`src/rtl/bwc_pkg.sv`:
```
// Shared types for the burst wait-state sequencer.
// Assumes a 4-bit latency field (1..16 clocks).
package bwc_pkg;
    localparam int LAT_W = 4;

    typedef struct packed {
        logic             wait_en;
        logic             wait_pol;
        logic             wait_late;
        logic             burst_en;
        logic             wr_en;
        logic [LAT_W-1:0] lat;
    } bwc_cfg_t;

    typedef enum logic [2:0] {
        ST_IDLE  = 3'd0,
        ST_ADDR  = 3'd1,
        ST_LAT   = 3'd2,
        ST_BURST = 3'd3,
        ST_ASYNC = 3'd4
    } bwc_state_e;
endpackage

```
`src/rtl/bwc_down_cnt.sv`:
```
// Loadable down counter shared by the latency and asynchronous phases.
// Assumes load has priority over dec; dec at zero holds zero.
module bwc_down_cnt #(
    parameter int W = 4
) (
    input  logic         clk,
    input  logic         rst_n,
    input  logic         load,
    input  logic [W-1:0] load_val,
    input  logic         dec,
    output logic         zero
);
    logic [W-1:0] cnt_q;

    // Count register: load, decrement, or hold.
    always_ff @(posedge clk) begin
        if (!rst_n)
            cnt_q <= '0;
        else if (load)
            cnt_q <= load_val;
        else if (dec && cnt_q != '0)
            cnt_q <= cnt_q - 1'b1;
    end

    assign zero = (cnt_q == '0);
endmodule

```
`src/rtl/bwc_wait_detect.sv`:
```
// Decides per burst cycle whether the memory data are valid.
// Assumes 'active' is high only in data cycles after the latency; the
// early-timing history is cleared whenever 'active' is low.
module bwc_wait_detect (
    input  logic clk,
    input  logic rst_n,
    input  logic active,
    input  logic wait_en,
    input  logic wait_pol,
    input  logic wait_late,
    input  logic mem_wait,
    output logic beat_ok
);
    logic wait_act;
    logic wait_prev_q;

    // Normalise polarity: 1 means the memory requests a stall.
    assign wait_act = wait_en && (wait_pol ? mem_wait : !mem_wait);

    // Remember an early-timing wait for the following data cycle.
    always_ff @(posedge clk) begin
        if (!rst_n)
            wait_prev_q <= 1'b0;
        else
            wait_prev_q <= active && wait_act;
    end

    // Select which cycle the stall applies to.
    assign beat_ok = wait_late ? !wait_act : !wait_prev_q;
endmodule

```
`src/rtl/burst_wait_ctrl.sv`:
```
// Burst read sequencer with latency count and wait-state handling.
// Assumes the memory clock equals clk (gated by mem_clk_en) and that
// the host accepts every rsp_valid / rsp_err pulse without back-pressure.
module burst_wait_ctrl
    import bwc_pkg::*;
#(
    parameter int AW        = 16,
    parameter int DW        = 16,
    parameter int LW        = 4,
    parameter int ASYNC_CYC = 4
) (
    input  logic                 clk,
    input  logic                 rst_n,
    input  logic                 req_valid,
    input  logic                 req_write,
    input  logic [AW-1:0]        req_addr,
    input  logic [DW-1:0]        req_wdata,
    input  logic [LW-1:0]        req_len,
    output logic                 req_ready,
    output logic                 rsp_valid,
    output logic [DW-1:0]        rsp_data,
    output logic                 rsp_err,
    input  logic                 cfg_wait_en,
    input  logic                 cfg_wait_pol,
    input  logic                 cfg_wait_late,
    input  logic                 cfg_burst_en,
    input  logic                 cfg_wr_en,
    input  logic [LAT_W-1:0]     cfg_lat,
    output logic                 mem_clk_en,
    output logic                 mem_cs_n,
    output logic                 mem_adv_n,
    output logic                 mem_we_n,
    output logic [AW-1:0]        mem_addr,
    output logic [DW-1:0]        mem_wdata,
    input  logic                 mem_wait,
    input  logic [DW-1:0]        mem_rdata
);
    localparam int ACW   = $clog2(ASYNC_CYC + 1);
    localparam int CNT_W = (LAT_W > ACW) ? LAT_W : ACW;

    bwc_state_e       state_q;
    bwc_cfg_t         cfg_q;
    logic [AW-1:0]    addr_q;
    logic [DW-1:0]    wdata_q;
    logic             wr_q;
    logic [LW-1:0]    beats_q;
    logic             rsp_valid_q;
    logic [DW-1:0]    rsp_data_q;
    logic             rsp_err_q;

    logic             accept;
    logic             refuse;
    logic             cnt_load;
    logic [CNT_W-1:0] cnt_val;
    logic             cnt_dec;
    logic             cnt_zero;
    logic             in_burst;
    logic             beat_ok;

    assign accept   = req_valid && (state_q == ST_IDLE);
    assign refuse   = accept && req_write && !cfg_wr_en;
    assign in_burst = (state_q == ST_BURST);

    // Counter control: async length at accept, latency after address phase.
    always_comb begin
        cnt_load = 1'b0;
        cnt_val  = CNT_W'(ASYNC_CYC - 1);
        if (accept && !refuse && (req_write || !cfg_burst_en)) begin
            cnt_load = 1'b1;
        end else if (state_q == ST_ADDR) begin
            cnt_load = 1'b1;
            cnt_val  = CNT_W'(cfg_q.lat);
        end
    end
    assign cnt_dec = (state_q == ST_LAT) || (state_q == ST_ASYNC);

    bwc_down_cnt #(.W(CNT_W)) u_cnt (
        .clk      (clk),
        .rst_n    (rst_n),
        .load     (cnt_load),
        .load_val (cnt_val),
        .dec      (cnt_dec),
        .zero     (cnt_zero)
    );

    bwc_wait_detect u_wait (
        .clk       (clk),
        .rst_n     (rst_n),
        .active    (in_burst),
        .wait_en   (cfg_q.wait_en),
        .wait_pol  (cfg_q.wait_pol),
        .wait_late (cfg_q.wait_late),
        .mem_wait  (mem_wait),
        .beat_ok   (beat_ok)
    );

    // Main sequencer: request capture, phase changes, beat capture.
    always_ff @(posedge clk) begin
        if (!rst_n) begin
            state_q     <= ST_IDLE;
            cfg_q       <= '0;
            addr_q      <= '0;
            wdata_q     <= '0;
            wr_q        <= 1'b0;
            beats_q     <= '0;
            rsp_valid_q <= 1'b0;
            rsp_data_q  <= '0;
            rsp_err_q   <= 1'b0;
        end else begin
            rsp_valid_q <= 1'b0;
            rsp_err_q   <= 1'b0;
            unique case (state_q)
                ST_IDLE: begin
                    if (accept) begin
                        cfg_q   <= '{wait_en: cfg_wait_en, wait_pol: cfg_wait_pol,
                                     wait_late: cfg_wait_late, burst_en: cfg_burst_en,
                                     wr_en: cfg_wr_en, lat: cfg_lat};
                        addr_q  <= req_addr;
                        wdata_q <= req_wdata;
                        wr_q    <= req_write;
                        beats_q <= (req_len == '0) ? LW'(1) : req_len;
                        if (refuse)
                            rsp_err_q <= 1'b1;
                        else if (req_write || !cfg_burst_en)
                            state_q <= ST_ASYNC;
                        else
                            state_q <= ST_ADDR;
                    end
                end
                ST_ADDR: state_q <= ST_LAT;
                ST_LAT: begin
                    if (cnt_zero)
                        state_q <= ST_BURST;
                end
                ST_BURST: begin
                    if (beat_ok) begin
                        rsp_valid_q <= 1'b1;
                        rsp_data_q  <= mem_rdata;
                        beats_q     <= beats_q - 1'b1;
                        if (beats_q == LW'(1))
                            state_q <= ST_IDLE;
                    end
                end
                ST_ASYNC: begin
                    if (cnt_zero) begin
                        rsp_valid_q <= 1'b1;
                        rsp_data_q  <= wr_q ? '0 : mem_rdata;
                        state_q     <= ST_IDLE;
                    end
                end
                default: state_q <= ST_IDLE;
            endcase
        end
    end

    assign req_ready  = (state_q == ST_IDLE);
    assign rsp_valid  = rsp_valid_q;
    assign rsp_data   = rsp_data_q;
    assign rsp_err    = rsp_err_q;
    assign mem_cs_n   = (state_q == ST_IDLE);
    assign mem_adv_n  = !((state_q == ST_ADDR) || (state_q == ST_ASYNC));
    assign mem_clk_en = (state_q == ST_ADDR) || (state_q == ST_LAT) || in_burst;
    assign mem_we_n   = !((state_q == ST_ASYNC) && wr_q);
    assign mem_addr   = addr_q;
    assign mem_wdata  = wdata_q;
endmodule

```
`config.mk`:
```
export PLATFORM = sky130hd
export DESIGN_NAME = burst_wait_ctrl
export DESIGN_NICKNAME = d
export VERILOG_FILES = /design/src/rtl/bwc_pkg.sv /design/src/rtl/bwc_down_cnt.sv /design/src/rtl/bwc_wait_detect.sv /design/src/rtl/burst_wait_ctrl.sv
export SDC_FILE = /design/constraint.sdc
export NUM_CORES = 1
export LEC_CHECK = 0
export ABC_AREA = 1
export BUFFER_PORTS_ARGS = -buffer_cell sky130_fd_sc_hd__buf_2
export CAP_MARGIN = 0
export CORE_UTILIZATION = 45
export DETAILED_ROUTE_END_ITERATION = 10
export GPL_TIMING_DRIVEN = 0
export PLACE_DENSITY = 0.75
export SYNTH_ARGS = -nofsm -noshare
export SYNTH_HDL_FRONTEND = slang
export SYNTH_SLANG_ARGS = --single-unit
```
`constraint.sdc`:
```
create_clock -name clk -period 4.3 [get_ports clk]
set_input_delay 0.86 -clock clk [delete_from_list [all_inputs] [get_ports clk]]
set_output_delay 0.86 -clock clk [all_outputs]
set_load 0.05 [all_outputs]
```
==> results of run 1 <==
[flip-flops by register name, indices dropped and copies added (netlist names)]
| signal | cells |
|---|---|
| mem_addr | 16 |
| mem_wdata | 16 |
| rsp_data | 16 |
| cfg_q | 7 |
| beats_q | 4 |
| u_cnt.cnt_q | 4 |
| state_q | 3 |
| rsp_err | 1 |
| rsp_valid | 1 |
| u_wait.wait_prev_q | 1 |
| wr_q | 1 |
[worst register-to-register path, stage by stage, from the launching register on]
cell and delay [ns]:
dfxtp_1 0.33, inv_1 0.08, ha_1 0.19, nand3_1 0.12
or2_1 0.25, buf_6 0.15, nand2_8 0.09, buf_6 0.14
nand2_1 0.05, nand2_1 0.05, nor2_1 0.04
[cells by family after synthesis]
logic type / synth area share [%]
AND/OR/NAND/NOR: 29.9
flip-flops: 47.9
XOR/XNOR: 0.300
adder cells (fa/ha/maj): 1.28
AO/OA/AOI/OAI: 13.5
buffers and inverters: 7.02
[path summary, 6_finish.rpt]
path,from,end,depth (start not counted)
worst min-delay path,cfg_q[2],cfg_q[2],2
worst max register to register,u_cnt.cnt_q[0],rsp_data[8],10
worst min register to register,cfg_q[2],cfg_q[2],2
worst max-delay path,state_q[0],mem_we_n,6
[where the power goes]
part           switching, W  internal, W  total, W
Clock              0.000257     0.000328  0.000585
Combinational       0.00104     0.000377   0.00142
Sequential         0.000109     0.000839  0.000948
Total               0.00140      0.00154   0.00295
[cells in the mapped netlist, drive strengths merged]
master / n / share of area [%]
ha: 3 / 1.3
nand3: 12 / 2.1
o21ai: 58 / 9.9
inv: 25 / 3.2
o22ai: 1 / 0.21
o211ai: 1 / 0.26
nand2: 67 / 9.4
a31oi: 1 / 0.21
or2: 3 / 0.64
clkbuf: 9 / 1.2
a21oi: 8 / 1.4
nand4: 2 / 0.43
nand3b: 1 / 0.26
nor3: 2 / 0.34
a22oi: 6 / 1.5
nor2: 128 / 17
dfxtp: 70 / 48
xor2: 1 / 0.30
buf: 11 / 2.7
[area by class of cell]
class | instances | area [um^2] | area share, %
repair buffers | 119 | 596 | 15.5
flip-flops and latches | 70 | 1400 | 36.6
inverters | 25 | 93.8 | 2.45
clock inverters | 7 | 97.6 | 2.55
well taps | 75 | 93.8 | 2.45
plain buffers | 20 | 111 | 2.90
clock buffers | 9 | 124 | 3.23
multi-input cells | 294 | 1320 | 34.3
[routing by layer]
layer,global-route usage [%],vias to the layer above
met1,26.0,1299
met5,0,-
met3,6.26,8
met4,11.0,0
li1,-,1558
met2,35.6,105
[through the flow]
step	instance area (um^2)	hold slack (ns)	worst slack (ns)	utilization (%)	power [W]
final	3830	0.469	1.80	62.9	0.00295
after detailed placement	3610	0.452	2.15	59.3	0.00238
after CTS	3830	0.465	1.77	62.9	0.00297
after global routing	3830	0.491	1.65	62.9	0.00315
after global placement	3610	0.449	2.17	59.3	0.00235
after floorplan	2920	0.430	2.17	-	0.00206
==> run_results.csv, run 1 <==
group,metric,value,unit
synthesis,netlist_area,0.00292,mm^2
worst_setup_path,cp_max_fo,10,
routing,wire_per_inst,11.4,um
cts,clk_pin_slew,0.07,ns
global_routing,grt_first_pass_wirelength,11200,um
die,ios,121,
cts,cts_buffer_depth,2,
sta,worst_slew_pin_slew,0.453,ns
worst_setup_path,critPathBufInv,3,
cts,tritoncts,"done",
sta,drv_slew,0,
cts,clk_latency,0.34,ns
worst_setup_path,rrSetupSlack,2.70,ns
power_and_ir_drop,power_leakage,2.00,nW
global_routing,grt_usage,21.8,%
worst_setup_path,critPathSlowestCell,"dfxtp_1",
global_routing,grt_max_degree,14,
die,die_y,82.6,um
global_routing,antenna_found_initial,0,
worst_setup_path,worstSetupPathType,"flip-flop to primary output",
sta,slew_headroom,69.8,%
routing,first_iter_violations,128,
routing,wirelength,7050,um
routing,wl_met2,3000,um
worst_setup_path,slowest_delay,0.42,ns
cts,ctsResizeCount,0,
cells_and_area,n_fill_cell,571,
cts,cts_sinks,70,
synthesis,ys_seq_area_share,47.9,%
die,die_x,82.6,um
sta,rsz0062_at_grt,"no",
cells_and_area,instances_no_fill,619,
sta,hold_viol,0,
worst_setup_path,endpoint_kind,"primary output",
cells_and_area,drive_gt1_share,29.4,%
sta,setup_viol,0,
sta,fin_tns_setup,0,ns
sta,period_share,58.1,%
routing,wl_met3,559,um
routing,firstDrtPassIters,4,
global_routing,grt_pass1_vias,2682,
routing,vias_per_cell,4.80,
cts,post_cts_buffers,0,
routing,met1_length,3390,um
worst_setup_path,crit_path_frequent_cell,"buf_2",
routing,ant_nets,0,
die,rows,28,
status,status,"finished clean",
routing,top_layer_used,"met4",
synthesis,yosys_register_bits,70,
place,gp_congestion,0.892,
sta,period_needed,2.50,ns
synthesis,synthCells,409,
cts,postCtsHoldBufs,0,
power_and_ir_drop,power_density,769,mW/mm^2
cells_and_area,fin_nets,608,
min_path,worstHoldPathType,"flip-flop to flip-flop",
die,initial_core_util,47.9,%
worst_setup_path,path_delay_family,"buffers and inverters",
sta,fmax,400,MHz
power_and_ir_drop,ir_drop,460,uV
cts,cts_root_buffer,"clkbuf_8",
worst_setup_path,path_cells,"nor2_2, nand2_1, inv_2, nand2_2, buf_2, buf_2",
global_routing,overflow,0,
worst_setup_path,startpoint_type,"flip-flop",
die,core,0.00610,mm^2
worst_setup_path,crit_required,3.44,ns
place,hpwl,5180,um
worst_setup_path,arrival,1.64,ns
cts,cts.htree.levels,3,
synthesis,yosysUniqueCellTypes,28,
die,dieArea,0.00682,mm^2
flow_run,maxCapViolCount,0,
cells_and_area,diodes,0,
synthesis,yosysWarnings,0,
place,portBuffers,119,
cells_and_area,final_cell_mix,"nor2_1, buf_2, dfxtp_1",
place,dp_cells,603,
cts,numCtsBuffers,9,
routing,drc_errors,0,
synthesis,syn_nets,478,
routing,route.vias.total,2970,
cells_and_area,area_delta_synth_final,31.2,%
sta,clock_skew,0.00882,ns
synthesis,avgSynthCellArea,7.15,um^2
No activity file was read; power rests on OpenSTA's default activity.
==> inputs of run 2 (changes only) <==
--- a/config.mk
+++ b/config.mk
@@ -8,7 +8,7 @@
 export ABC_AREA = 1
 export BUFFER_PORTS_ARGS = -buffer_cell sky130_fd_sc_hd__buf_2
 export CAP_MARGIN = 0
-export CORE_UTILIZATION = 45
+export CORE_UTILIZATION = 43
 export DETAILED_ROUTE_END_ITERATION = 10
 export GPL_TIMING_DRIVEN = 0
 export PLACE_DENSITY = 0.75
==> constraint.sdc (replaced) <==
create_clock -name clk -period 2.2 [get_ports clk]
set_input_delay 0.44 -clock clk [delete_from_list [all_inputs] [get_ports clk]]
set_output_delay 0.44 -clock clk [all_outputs]
set_load 0.05 [all_outputs]
==> run_results.csv, run 2 (synthesized netlist as in run 1, its figures left out) <==
group,metric,value,unit
min_path,worstHoldPathType,"primary input to flip-flop",
worst_setup_path,rrSetupSlack,0.57,ns
cells_and_area,regArea,0.00140,mm^2
status,status,"finished, violations left",
cts,tritoncts,"done",
sta,clock_skew,0.00786,ns
status,violations,"DRC",
cells_and_area,n_fill_cell,609,
sta,rsz0062_at_grt,"no",
cells_and_area,diodes,0,
routing,route.vias.total,2968,
place,portBuffers,119,
global_routing,grt_first_pass_wirelength,12300,um
die,die_y,84.4,um
sta,period_needed,2.02,ns
cells_and_area,instances_no_fill,621,
power_and_ir_drop,power_density,1530,mW/mm^2
cts,numCtsBuffers,9,
flow_run,maxCapViolCount,0,
routing,first_iter_violations,113,
worst_setup_path,cp_max_fo,10,
worst_setup_path,cp-endpoint,"mem_we_n",
cts,cts_buffer_depth,2,
die,rows,29,
routing,wire_per_inst,11.8,um
global_routing,antenna_found_initial,0,
routing,wirelength,7310,um
routing,met1_length,3380,um
worst_setup_path,startpoint_type,"flip-flop",
power_and_ir_drop,ir_drop,857,uV
cts,ctsResizeCount,0,
sta,fin_tns_setup,0,ns
global_routing,grt_max_degree,13,
global_routing,overflow,0,
cts,cts_sinks,70,
place,gp_congestion,0.849,
worst_setup_path,r2r_cells,10,
cts,cts_root_buffer,"clkbuf_8",
cells_and_area,final_cell_mix,"nor2_1, buf_2, dfxtp_1",
place,hpwl,5410,um
worst_setup_path,worstSetupPathType,"flip-flop to primary output",
die,ios,121,
worst_setup_path,endpoint_kind,"primary output",
cells_and_area,multi_input_area,0.00132,mm^2
global_routing,grt_pass1_vias,2830,
cts,post_cts_buffers,0,
routing,top_layer_used,"met4",
sta,fmax,494,MHz
routing,wl_met2,3300,um
routing,drc_errors,8,
cells_and_area,fin_nets,608,
worst_setup_path,r2r-end,"rsp_data[8]",
die,initial_core_util,45.3,%
die,die_x,84.4,um
cells_and_area,drive_gt1_share,29.6,%
routing,firstDrtPassIters,8,
sta,setup_viol,0,
sta,slew_headroom,67.3,%
place,dp_cells,605,
die,core,0.00646,mm^2
routing,ant_nets,0,
routing,vias_per_cell,4.78,
worst_setup_path,arrival,1.58,ns
cts,cts.htree.levels,3,
cells_and_area,final_common_cell,"nor2_1",
routing,wl_met3,512,um
cts,postCtsHoldBufs,0,
cells_and_area,area_delta_synth_final,32.3,%
sta,worst_slew_pin_slew,0.491,ns
worst_setup_path,startpoint,"state_q[0]",
global_routing,grt_usage,21.6,%
cts,clk_latency,0.34,ns
sta,period_share,91.9,%
sta,hold_viol,0,
sta,drv_slew,0,
cts,clk_pin_slew,0.08,ns
power_and_ir_drop,power_leakage,2.02,nW
worst_setup_path,crit_required,1.76,ns
worst_setup_path,r2r-start,"u_cnt.cnt_q[0]",
die,dieArea,0.00713,mm^2
==> run 2: per-stage QoR <==
step | area (um^2) | setup slack (ns) | power (W) | utilization, % | hold WS [ns]
6_report | 3870 | 0.177 | 0.00591 | 59.9 | 0.311
3_5_place_dp | 3610 | 0.439 | 0.00466 | 56.0 | 0.452
2_1_floorplan | 2920 | 0.493 | 0.00403 | - | 0.430
4_1_cts | 3860 | 0.0589 | 0.00594 | 59.8 | 0.298
5_1_grt | 3870 | 0.0521 | 0.00630 | 59.9 | 0.300
3_3_place_gp | 3610 | 0.473 | 0.00460 | 56.0 | 0.449
==> run 2: where the power goes <==
group          switching (W)  internal, W  leakage, nW  total (W)
logic                0.00204     0.000738         1.32    0.00278
registers           0.000214      0.00164        0.577    0.00186
clock network       0.000486     0.000787        0.120    0.00127
==> run 2: worst min path at each step <==
stage / startpoint / end / slack [ns] / depth (start not counted)
2_1_floorplan: cfg_q[2] / cfg_q[2] / 0.43 / 2
3_3_place_gp: cfg_q[2] / cfg_q[2] / 0.45 / 2
3_5_place_dp: cfg_q[2] / cfg_q[2] / 0.45 / 2
4_1_cts: req_addr[2] / mem_addr[2] / 0.30 / 3
5_1_grt: req_addr[2] / mem_addr[2] / 0.30 / 3
6_report: req_addr[12] / mem_addr[12] / 0.31 / 3
==> run 2: area by class of cell <==
| class | count | share of cell area, % |
|---|---|---|
| flip-flops and latches | 70 | 36.3 |
| multi-input cells | 294 | 34.0 |
| repair buffers | 119 | 15.5 |
| clock buffers | 11 | 3.66 |
| plain buffers | 20 | 2.88 |
| clock inverters | 5 | 2.75 |
| well taps | 77 | 2.49 |
| inverters | 25 | 2.43 |
==> run 2: metal layers <==
metal / vias to the layer above / global-route usage, %
met5: - / 0
met4: 0 / 9.40
met3: 11 / 5.70
met2: 99 / 36.7
met1: 1295 / 25.9
li1: 1563 / -
==> run 2: critical path, cell delays in order (launching register included) <==
cell and delay [ns]:
dfxtp_2 0.38, nor2_2 0.06, nand2_1 0.11, inv_2 0.06, nand2_2 0.13, buf_2 0.23
clkbuf_4 0.26
==> inputs of run 3 (changes only) <==
--- a/config.mk
+++ b/config.mk
@@ -5,7 +5,6 @@
 export SDC_FILE = /design/constraint.sdc
 export NUM_CORES = 1
 export LEC_CHECK = 0
-export ABC_AREA = 1
 export BUFFER_PORTS_ARGS = -buffer_cell sky130_fd_sc_hd__buf_2
 export CAP_MARGIN = 0
 export CORE_UTILIZATION = 43
==> run_results.csv, run 3 <==
group,metric,value,unit
status,status,"finished, violations left",
status,violations,"DRC",
routing,ant_nets,0,
cells_and_area,area_delta_synth_final,32.5,%
routing,wl_met3,556,um
sta,worst_slew_pin_slew,0.706,ns
worst_setup_path,worstSetupPathType,"flip-flop to primary output",
die,die_x,84.0,um
power_and_ir_drop,power_density,876,mW/mm^2
cts,cts.htree.levels,3,
global_routing,grt_pass1_vias,2766,
place,portBuffers,119,
cts,cts_root_buffer,"clkbuf_8",
cells_and_area,instances_no_fill,568,
sta,period_needed,2.12,ns
synthesis,synth_edf_count,0,
synthesis,netlist_top_cells_area,"dfxtp_1, nand2_1, a21oi_1",
die,core,0.00642,mm^2
worst_setup_path,startpoint_type,"flip-flop",
sta,setup_viol,0,
global_routing,overflow,0,
synthesis,avgSynthCellArea,8.12,um^2
routing,firstDrtPassIters,8,
sta,drv_slew,0,
cts,postCtsHoldBufs,0,
routing,top_layer_used,"met4",
global_routing,antenna_found_initial,0,
cells_and_area,drive_gt1_share,32.8,%
routing,wire_per_inst,13.0,um
synthesis,syn_nets,425,
synthesis,netlist_area,0.00289,mm^2
cts,tritoncts,"done",
sta,timing.final.ws_setup,0.0759,ns
synthesis,synthCells,356,
global_routing,grt_usage,21.8,%
synthesis,synth_common_cells,"nand2_1, dfxtp_1, a21oi_1, nand3_1, o211ai_1",
worst_setup_path,cp_max_fo,10,
routing,route.vias.total,2933,
worst_setup_path,r2r-start,"u_cnt.cnt_q[0]",
worst_setup_path,crit_required,1.76,ns
power_and_ir_drop,power_leakage,1.70,nW
sta,period_share,96.5,%
die,initial_core_util,45.0,%
place,pre_cts_ws,0.212,ns
global_routing,grt_max_degree,14,
sta,hold_viol,0,
cts,numCtsBuffers,9,
flow_run,maxCapViolCount,0,
cts,clk_pin_slew,0.08,ns
place,hpwl,5370,um
worst_setup_path,rrSetupSlack,0.22,ns
die,die_y,84.0,um
die,rows,29,
sta,slew_headroom,52.5,%
cells_and_area,multi_input_area,0.00133,mm^2
cells_and_area,regArea,0.00140,mm^2
synthesis,synth_top_area_share,48.5,%
cts,clk_latency,0.35,ns
die,dieArea,0.00705,mm^2
synthesis,ys_seq_area_share,48.5,%
cells_and_area,n_fill_cell,616,
cts,cts_buffer_depth,2,
min_path,worstHoldPathType,"primary input to flip-flop",
synthesis,yosysWarnings,0,
routing,first_iter_violations,167,
routing,drc_errors,24,
cells_and_area,diodes,0,
worst_setup_path,r2r-end,"rsp_data[11]",
worst_setup_path,r2r_cells,8,
power_and_ir_drop,fin_total_pwr,0.00335,W
worst_setup_path,endpoint_kind,"primary output",
power_and_ir_drop,ir_drop,455,uV
cells_and_area,final_common_cell,"buf_2",
place,dp_cells,552,
synthesis,yosys_register_bits,70,
worst_setup_path,startpoint,"state_q[0]",
routing,met1_length,3320,um
synthesis,yosysUniqueCellTypes,36,
worst_setup_path,arrival,1.68,ns
routing,wirelength,7410,um
synthesis,ys_async_sr_fraction,0,%
sta,clock_skew,0.0141,ns
global_routing,grt_first_pass_wirelength,12300,um
worst_setup_path,cp-endpoint,"mem_we_n",
die,ios,121,
routing,wl_met2,3460,um
synthesis,yosysTopAreaCell,"dfxtp_1",
synthesis,synth_ff_type,"dfxtp_1",
sta,fmax,471,MHz
sta,hold_slack,0.315,ns
synthesis,yosysMostFrequentCell,"nand2_1",
place,gp_congestion,0.816,
cts,cts_sinks,70,
cells_and_area,fin_nets,555,
cells_and_area,final_cell_mix,"buf_2, nand2_1, dfxtp_1",
routing,vias_per_cell,5.16,
[run 3: changes by cell type after synthesis, moves of 8 or more]
cell	change
o21ai_0	-12
inv_1	-14
o21ai_1	-42
a21oi_1	+52
nor2_1	-118
nand2_1	+27
nand3_1	+8
o211ai_1	+18
[run 3: timing repair]
item                                    4_1_cts  5_1_grt
endpoints found under the setup margin        1        1
setup buffers                                 0        0
gates resized for setup                       2        3
[run 3: stage by stage]
stage	area [um^2]	utilization, %	TNS [ns]
2_1_floorplan	2900	-	0
3_3_place_gp	3590	55.9	0
3_5_place_dp	3590	55.9	0
4_1_cts	3820	59.6	0
5_1_grt	3830	59.6	-0.0234
6_report	3830	59.6	0
[run 3: layout make-up]
class                           count  share of cell area (%)
Sequential cell                    70                    36.6
Multi-Input combinational cell    250                    34.8
Timing Repair Buffer              119                    15.6
Buffer                             30                    3.89
Clock buffer                       10                    3.59
Tap cell                           77                    2.52
Clock inverter                      6                    2.45
Inverter                            6                   0.588
[run 3: kinds of logic (layout without fill, tap and decap cells)]
logic type	count (synthesis)	after routing	share of synthesized area, %
simple gates	144	144	22.6
compound gates	99	99	20.6
flops	70	70	48.5
buf+inv	36	171	5.80
xor+xnor	4	4	1.21
fa+ha+maj	3	3	1.30
[run 3: worst max-delay path: stages (launching register included)]
cell and delay (ns):
dfxtp_1 0.32, nor2_1 0.30, nand3_2 0.24, buf_2 0.25, buf_2 0.23
[run 3: worst min path at each step]
| stage | cells after the start | startpoint | slack [ns] | to |
|---|---|---|---|---|
| 6_report | 3 | req_wdata[6] | 0.31 | mem_wdata[6] |
| 5_1_grt | 3 | req_addr[11] | 0.31 | mem_addr[11] |
| 4_1_cts | 3 | req_wdata[15] | 0.31 | mem_wdata[15] |
| 3_5_place_dp | 2 | mem_wdata[4] | 0.44 | mem_wdata[4] |
| 3_3_place_gp | 2 | mem_addr[13] | 0.44 | mem_addr[13] |
| 2_1_floorplan | 2 | cfg_q[8] | 0.43 | u_wait.wait_prev_q |
[run 3: metal layers]
| layer | track usage (%) | up-vias |
|---|---|---|
| met5 | 0 | - |
| met4 | 9.72 | 0 |
| met3 | 5.74 | 9 |
| met2 | 34.8 | 111 |
| met1 | 27.6 | 1321 |
| li1 | - | 1492 |
[run 3: where the power goes]
part | switching (W) | internal [W] | leakage [nW] | total (W)
clock | 0.000511 | 0.000677 | 0.113 | 0.00119
sequential | 0.0000531 | 0.00136 | 0.573 | 0.00141
combinational | 0.000527 | 0.000226 | 1.01 | 0.000753
